**src/rtl/tsirq_pkg.sv**
```systemverilog
package tsirq_pkg;

    localparam int CNT_W = 8;
    localparam int MS_W  = 32;

    typedef logic [CNT_W-1:0] cnt_t;
    typedef logic [MS_W-1:0]  ms_t;

    localparam cnt_t CNT_MAX = {CNT_W{1'b1}};
    localparam ms_t  MS_MAX  = {MS_W{1'b1}};

    typedef struct packed {
        cnt_t cnt;
    } chan_state_t;

    typedef struct packed {
        ms_t  ms;
        logic seen;
    } timer_state_t;

    typedef struct packed {
        logic irq;
    } top_state_t;

endpackage

```
**src/rtl/tsirq_tick_gen.sv**
```systemverilog
module tsirq_tick_gen #(
    parameter int MS_DIV = 125000
) (
    input  logic clk_i,
    input  logic rst_ni,
    input  logic clear_i,
    output logic tick_o
);

    localparam int PW = (MS_DIV > 1) ? $clog2(MS_DIV) : 1;
    localparam logic [PW-1:0] LAST = PW'(MS_DIV - 1);

    typedef struct packed {
        logic [PW-1:0] pre;
    } pre_state_t;

    pre_state_t st_d, st_q;

    assign tick_o = (st_q.pre == LAST);

    always_comb begin
        st_d = st_q;
        if (clear_i || tick_o) begin
            st_d.pre = '0;
        end else begin
            st_d.pre = st_q.pre + 1'b1;
        end
    end

    always_ff @(posedge clk_i or negedge rst_ni) begin
        if (!rst_ni) begin
            st_q <= '0;
        end else begin
            st_q <= st_d;
        end
    end

endmodule

```
**src/rtl/tsirq_chan_counter.sv**
```systemverilog
module tsirq_chan_counter
    import tsirq_pkg::*;
(
    input  logic clk_i,
    input  logic rst_ni,
    input  logic stamp_i,
    input  logic clear_i,
    input  cnt_t limit_i,
    output cnt_t cnt_o,
    output logic over_o
);

    chan_state_t st_d, st_q;

    assign cnt_o  = st_q.cnt;
    assign over_o = (st_q.cnt > limit_i);

    always_comb begin
        st_d = st_q;
        if (clear_i) begin
            st_d.cnt = stamp_i ? cnt_t'(1) : '0;
        end else if (stamp_i && (st_q.cnt != CNT_MAX)) begin
            st_d.cnt = st_q.cnt + 1'b1;
        end
    end

    always_ff @(posedge clk_i or negedge rst_ni) begin
        if (!rst_ni) begin
            st_q <= '0;
        end else begin
            st_q <= st_d;
        end
    end

endmodule

```
**src/rtl/tsirq_ms_timer.sv**
```systemverilog
module tsirq_ms_timer
    import tsirq_pkg::*;
(
    input  logic clk_i,
    input  logic rst_ni,
    input  logic tick_i,
    input  logic stamp_i,
    input  logic clear_i,
    input  ms_t  limit_i,
    output ms_t  ms_o,
    output logic seen_o,
    output logic due_o
);

    timer_state_t st_d, st_q;

    assign ms_o   = st_q.ms;
    assign seen_o = st_q.seen;
    assign due_o  = (limit_i != '0) && st_q.seen && (st_q.ms >= limit_i);

    always_comb begin
        st_d = st_q;
        if (clear_i) begin
            st_d.ms   = '0;
            st_d.seen = stamp_i;
        end else begin
            st_d.seen = st_q.seen | stamp_i;
            if (tick_i && (st_q.ms != MS_MAX)) begin
                st_d.ms = st_q.ms + 1'b1;
            end
        end
    end

    always_ff @(posedge clk_i or negedge rst_ni) begin
        if (!rst_ni) begin
            st_q <= '0;
        end else begin
            st_q <= st_d;
        end
    end

endmodule

```
**src/rtl/tsirq_coalesce.sv**
```systemverilog
module tsirq_coalesce
    import tsirq_pkg::*;
#(
    parameter int NUM_CH = 5,
    parameter int MS_DIV = 125000
) (
    input  logic              clk_i,
    input  logic              rst_ni,
    input  logic              acq_en_i,
    input  logic [NUM_CH-1:0] ts_wr_i,
    input  logic [CNT_W-1:0]  cnt_limit_i,
    input  logic [MS_W-1:0]   ms_limit_i,
    output logic              irq_o
);

    localparam int FLAT_W = NUM_CH * CNT_W;

    logic [NUM_CH-1:0] accepted;
    logic [NUM_CH-1:0] over;
    logic [FLAT_W-1:0] cnt_flat;
    logic              any_stamp;
    logic              tick;
    logic              due;
    logic              fire;
    ms_t               ms_now;
    logic              seen_now;

    top_state_t st_d, st_q;

    assign accepted  = ts_wr_i & {NUM_CH{acq_en_i}};
    assign any_stamp = |accepted;
    assign fire      = (|over) | due;
    assign irq_o     = st_q.irq;

    tsirq_tick_gen #(
        .MS_DIV (MS_DIV)
    ) u_tick (
        .clk_i   (clk_i),
        .rst_ni  (rst_ni),
        .clear_i (fire),
        .tick_o  (tick)
    );

    for (genvar ch = 0; ch < NUM_CH; ch++) begin : g_chan
        cnt_t cnt_ch;
        tsirq_chan_counter u_cnt (
            .clk_i   (clk_i),
            .rst_ni  (rst_ni),
            .stamp_i (accepted[ch]),
            .clear_i (fire),
            .limit_i (cnt_limit_i),
            .cnt_o   (cnt_ch),
            .over_o  (over[ch])
        );
        assign cnt_flat[ch*CNT_W +: CNT_W] = cnt_ch;
    end

    tsirq_ms_timer u_timer (
        .clk_i   (clk_i),
        .rst_ni  (rst_ni),
        .tick_i  (tick),
        .stamp_i (any_stamp),
        .clear_i (fire),
        .limit_i (ms_limit_i),
        .ms_o    (ms_now),
        .seen_o  (seen_now),
        .due_o   (due)
    );

    always_comb begin
        st_d     = st_q;
        st_d.irq = fire;
    end

    always_ff @(posedge clk_i or negedge rst_ni) begin
        if (!rst_ni) begin
            st_q <= '0;
        end else begin
            st_q <= st_d;
        end
    end

endmodule

```
**config.mk**
```make
export PLATFORM = sky130hd
export DESIGN_NAME = tsirq_coalesce
export DESIGN_NICKNAME = d
export VERILOG_FILES = /design/src/rtl/tsirq_pkg.sv /design/src/rtl/tsirq_tick_gen.sv /design/src/rtl/tsirq_chan_counter.sv /design/src/rtl/tsirq_ms_timer.sv /design/src/rtl/tsirq_coalesce.sv
export SDC_FILE = /design/constraint.sdc
export NUM_CORES = 1
export LEC_CHECK = 0
export BUFFER_PORTS_ARGS = -buffer_cell sky130_fd_sc_hd__buf_2
export CAP_MARGIN = 30
export CORE_UTILIZATION = 30
export DETAILED_ROUTE_END_ITERATION = 7
export PLACE_DENSITY = 0.52
export SYNTH_ARGS = -nofsm -noshare
export SYNTH_HDL_FRONTEND = slang
export SYNTH_HIERARCHICAL = 1
export SYNTH_SLANG_ARGS = --single-unit
```
**constraint.sdc**
```tcl
create_clock -name clk_i -period 6.7 [get_ports clk_i]
set_input_delay 1.34 -clock clk_i [delete_from_list [all_inputs] [get_ports clk_i]]
set_output_delay 1.34 -clock clk_i [all_outputs]
set_load 0.01 [all_outputs]
```
==> results_dict.tcl <==
set metrics [dict create \
    yosys.area.top_type "dfrtp_1" \
    ff2ff_path_depth 11 \
    ctsHoldBuffers 0 \
    drc_errors 3 \
    power_mw 1.802 \
    post-dp-hpwl_microns 12080 \
    routed_wl_microns 16310 \
    dieArea_sq_mm 0.02317 \
    drtPass1Iterations 6 \
    timing.final.ws_setup_ns 2.621 \
    worst_skew_pair.late_latency_ns 0.36 \
    dr.first_iter.drc_count 271 \
    vdd_drop_max_mv 0.1225 \
    yosys_warnings 6 \
    grt_pass1_wl_microns 28050 \
    grt_start_max_net_pins 65 \
    syn-instance-count 780 \
    portBuffers 48 \
    viasPerCell 5.158 \
    cp-end-kind "flop" \
    placed_cells 1095 \
    cp_max_fo 39 \
    drv_cap 0 \
    pre_cts_ws_ns 2.172 \
    dieWidth_microns 152.2 \
    period_needed_ns 4.079 \
    cts_buffers 9 \
    grt_overflow 0 \
    post_synth_num_cell_types 56 \
    ys_async_sr_fraction 1.000 \
    worstHoldPathType "flop to flop" \
    start_util 0.3083 \
    vias 5730 \
    fin_skew_ns 0.01399 \
    power_density_mw_per_mm2 236.2 \
    post_cts_buffers 0 \
    holdPathStages 1 \
    violations "DRC" \
    cp-start-kind "input port" \
    cts.htree.levels 3 \
    place_area_sq_mm 0.007310 \
    setup_viol 0 \
    path_class "input port to flop" \
    antenna_cells 0 \
    clkTransAtPathRegs_ns 0.07 \
    clockBufferDepth 2 \
    finalHoldViolCount 0 \
    mostFrequentLayoutCell "dfrtp_1" \
    rows 54 \
    ctsResizeCount 0 \
    rsz0062_at_grt "false" \
    die_h_microns 152.2 \
    antenna_found_initial 0 \
    avgSynthCellArea_sq_um 8.680 \
    cp.arrival_ns 4.32 \
    root_buffer "clkbuf_16" \
    max_freq_mhz 245.2 \
    synth_ff_type "dfrtp_1" \
    ios 49 \
    synth_seq_cells 91 \
    setup_tns_ns 0 \
    fin_crit_sh 0.6088 \
    layout_common_cells "dfrtp_1, nor2_1, inv_1" \
    worst_slew_pin_slew_ns 0.8233 \
    drive_gt1_frac 0.1143 \
    yosysTopAreaCellShare 0.3364 \
    fin_cells 1111 \
    ant_nets 0 \
    routedWlPerCell_microns 14.68 \
    globalplace.congestion 0.8026 \
    nNetsFinal 953 \
    syn_area_sq_mm 0.006770 \
    cts_tree "built" \
    synth_area_leaders "dfrtp_1, ha_1, nor2_1" \
    core_area_sq_mm 0.02196 \
    whs_ns 0.4885 \
    grt_pass1_vias 5613 \
    final_util 0.3476 \
    synth_nets 907 \
    ys_seq_area_frac 0.3364 \
    maxSlewViolCount 0 \
    timing.slew.headroom 0.4511 \
    synth-edff-count 0 \
    p_leak_nw 3.616 \
    globalRouteTotalUtil 0.1490 \
    cts_num_sinks 91 \
    fin_area_sq_mm 0.007632 \
    status "finished, violations left" \
    required_ns 6.94 \
    area_growth_pct 12.73 \
]
==> cells in the mapped netlist, types with 14 or more instances <==
library cell and n:
mux2i_1 17, dfrtp_1 91, nor3_1 14, nor2_1 87, nor4_1 20, nand4_1 24, nand2_1 42, inv_1 82
and4_1 17, or3_1 20, nand3_1 36, a21oi_1 43, ha_1 79, xnor2_1 20, o21ai_0 45
==> layout make-up <==
| cell class | instances | area (sq um) |
|---|---|---|
| clock buffers | 9 | 225.2 |
| clock inverters | 7 | 97.59 |
| fillers | 2344 | 14330 |
| inverters | 82 | 307.8 |
| multi-input cells | 590 | 4101 |
| flip-flops and latches | 91 | 2277 |
| well taps | 280 | 350.3 |
| repair buffers | 52 | 272.8 |
==> logic make-up after synthesis <==
logic type | Yosys count | synth area share
muxes | 19 | 0.02846
AOI/OAI and AO/OA | 149 | 0.1369
adders and majority gates | 79 | 0.1460
buffers and inverters | 99 | 0.05822
and+or+nand+nor | 319 | 0.2630
DFF | 91 | 0.3364
xor gates and xnor gates | 24 | 0.03105
==> final timing paths <==
check | to | startpoint | slack, ns
worst max-delay path | u_timer/ms_o[20] | ms_limit_i[28] | 2.62
worst min-delay path | u_timer/seen_o | u_timer/seen_o | 0.49
worst max register to register | u_timer/ms_o[20] | u_timer/ms_o[14] | 3.25
worst min register to register | u_timer/seen_o | u_timer/seen_o | 0.49
max in group asynchronous | g_chan[4].u_cnt/cnt_o[4] | rst_ni | 4.64
min in group asynchronous | g_chan[0].u_cnt/cnt_o[1] | rst_ni | 0.91
==> power breakdown <==
group / internal, mW / leakage (nW) / switching, mW
registers: 0.647 / 1.23 / 0.129
clock network: 0.329 / 0.152 / 0.236
logic: 0.194 / 2.24 / 0.268
total: 1.17 / 3.62 / 0.633
==> registers in the layout, indices dropped and copies added, names as in the netlist <==
register,cells
u_tick/st_q,17
u_timer/seen_o,1
g_chan.u_cnt/cnt_o,40
u_timer/ms_o,32
irq_o,1
==> worst max-delay path: stages <==
cell	delay (ns)
buf_2	0.12
inv_1	0.07
ha_1	0.27
nand4_1	0.12
nor4_1	0.41
nand2_1	0.11
a21o_1	0.18
a31oi_1	0.26
nor4_1	0.09
nand2_2	0.55
buf_4	0.42
nor2b_1	0.08
mux2_2	0.27
==> metal layers <==
metal  global-route usage  share of wire  vias to the layer above
met4              0.04568          0.012                        0
li1                     -              -                     2920
met1               0.1975           0.50                     2726
met2               0.2488           0.46                       73
met3              0.02332          0.024                       11
met5                    0              0                        -
Power figures use the tool's default switching activity.
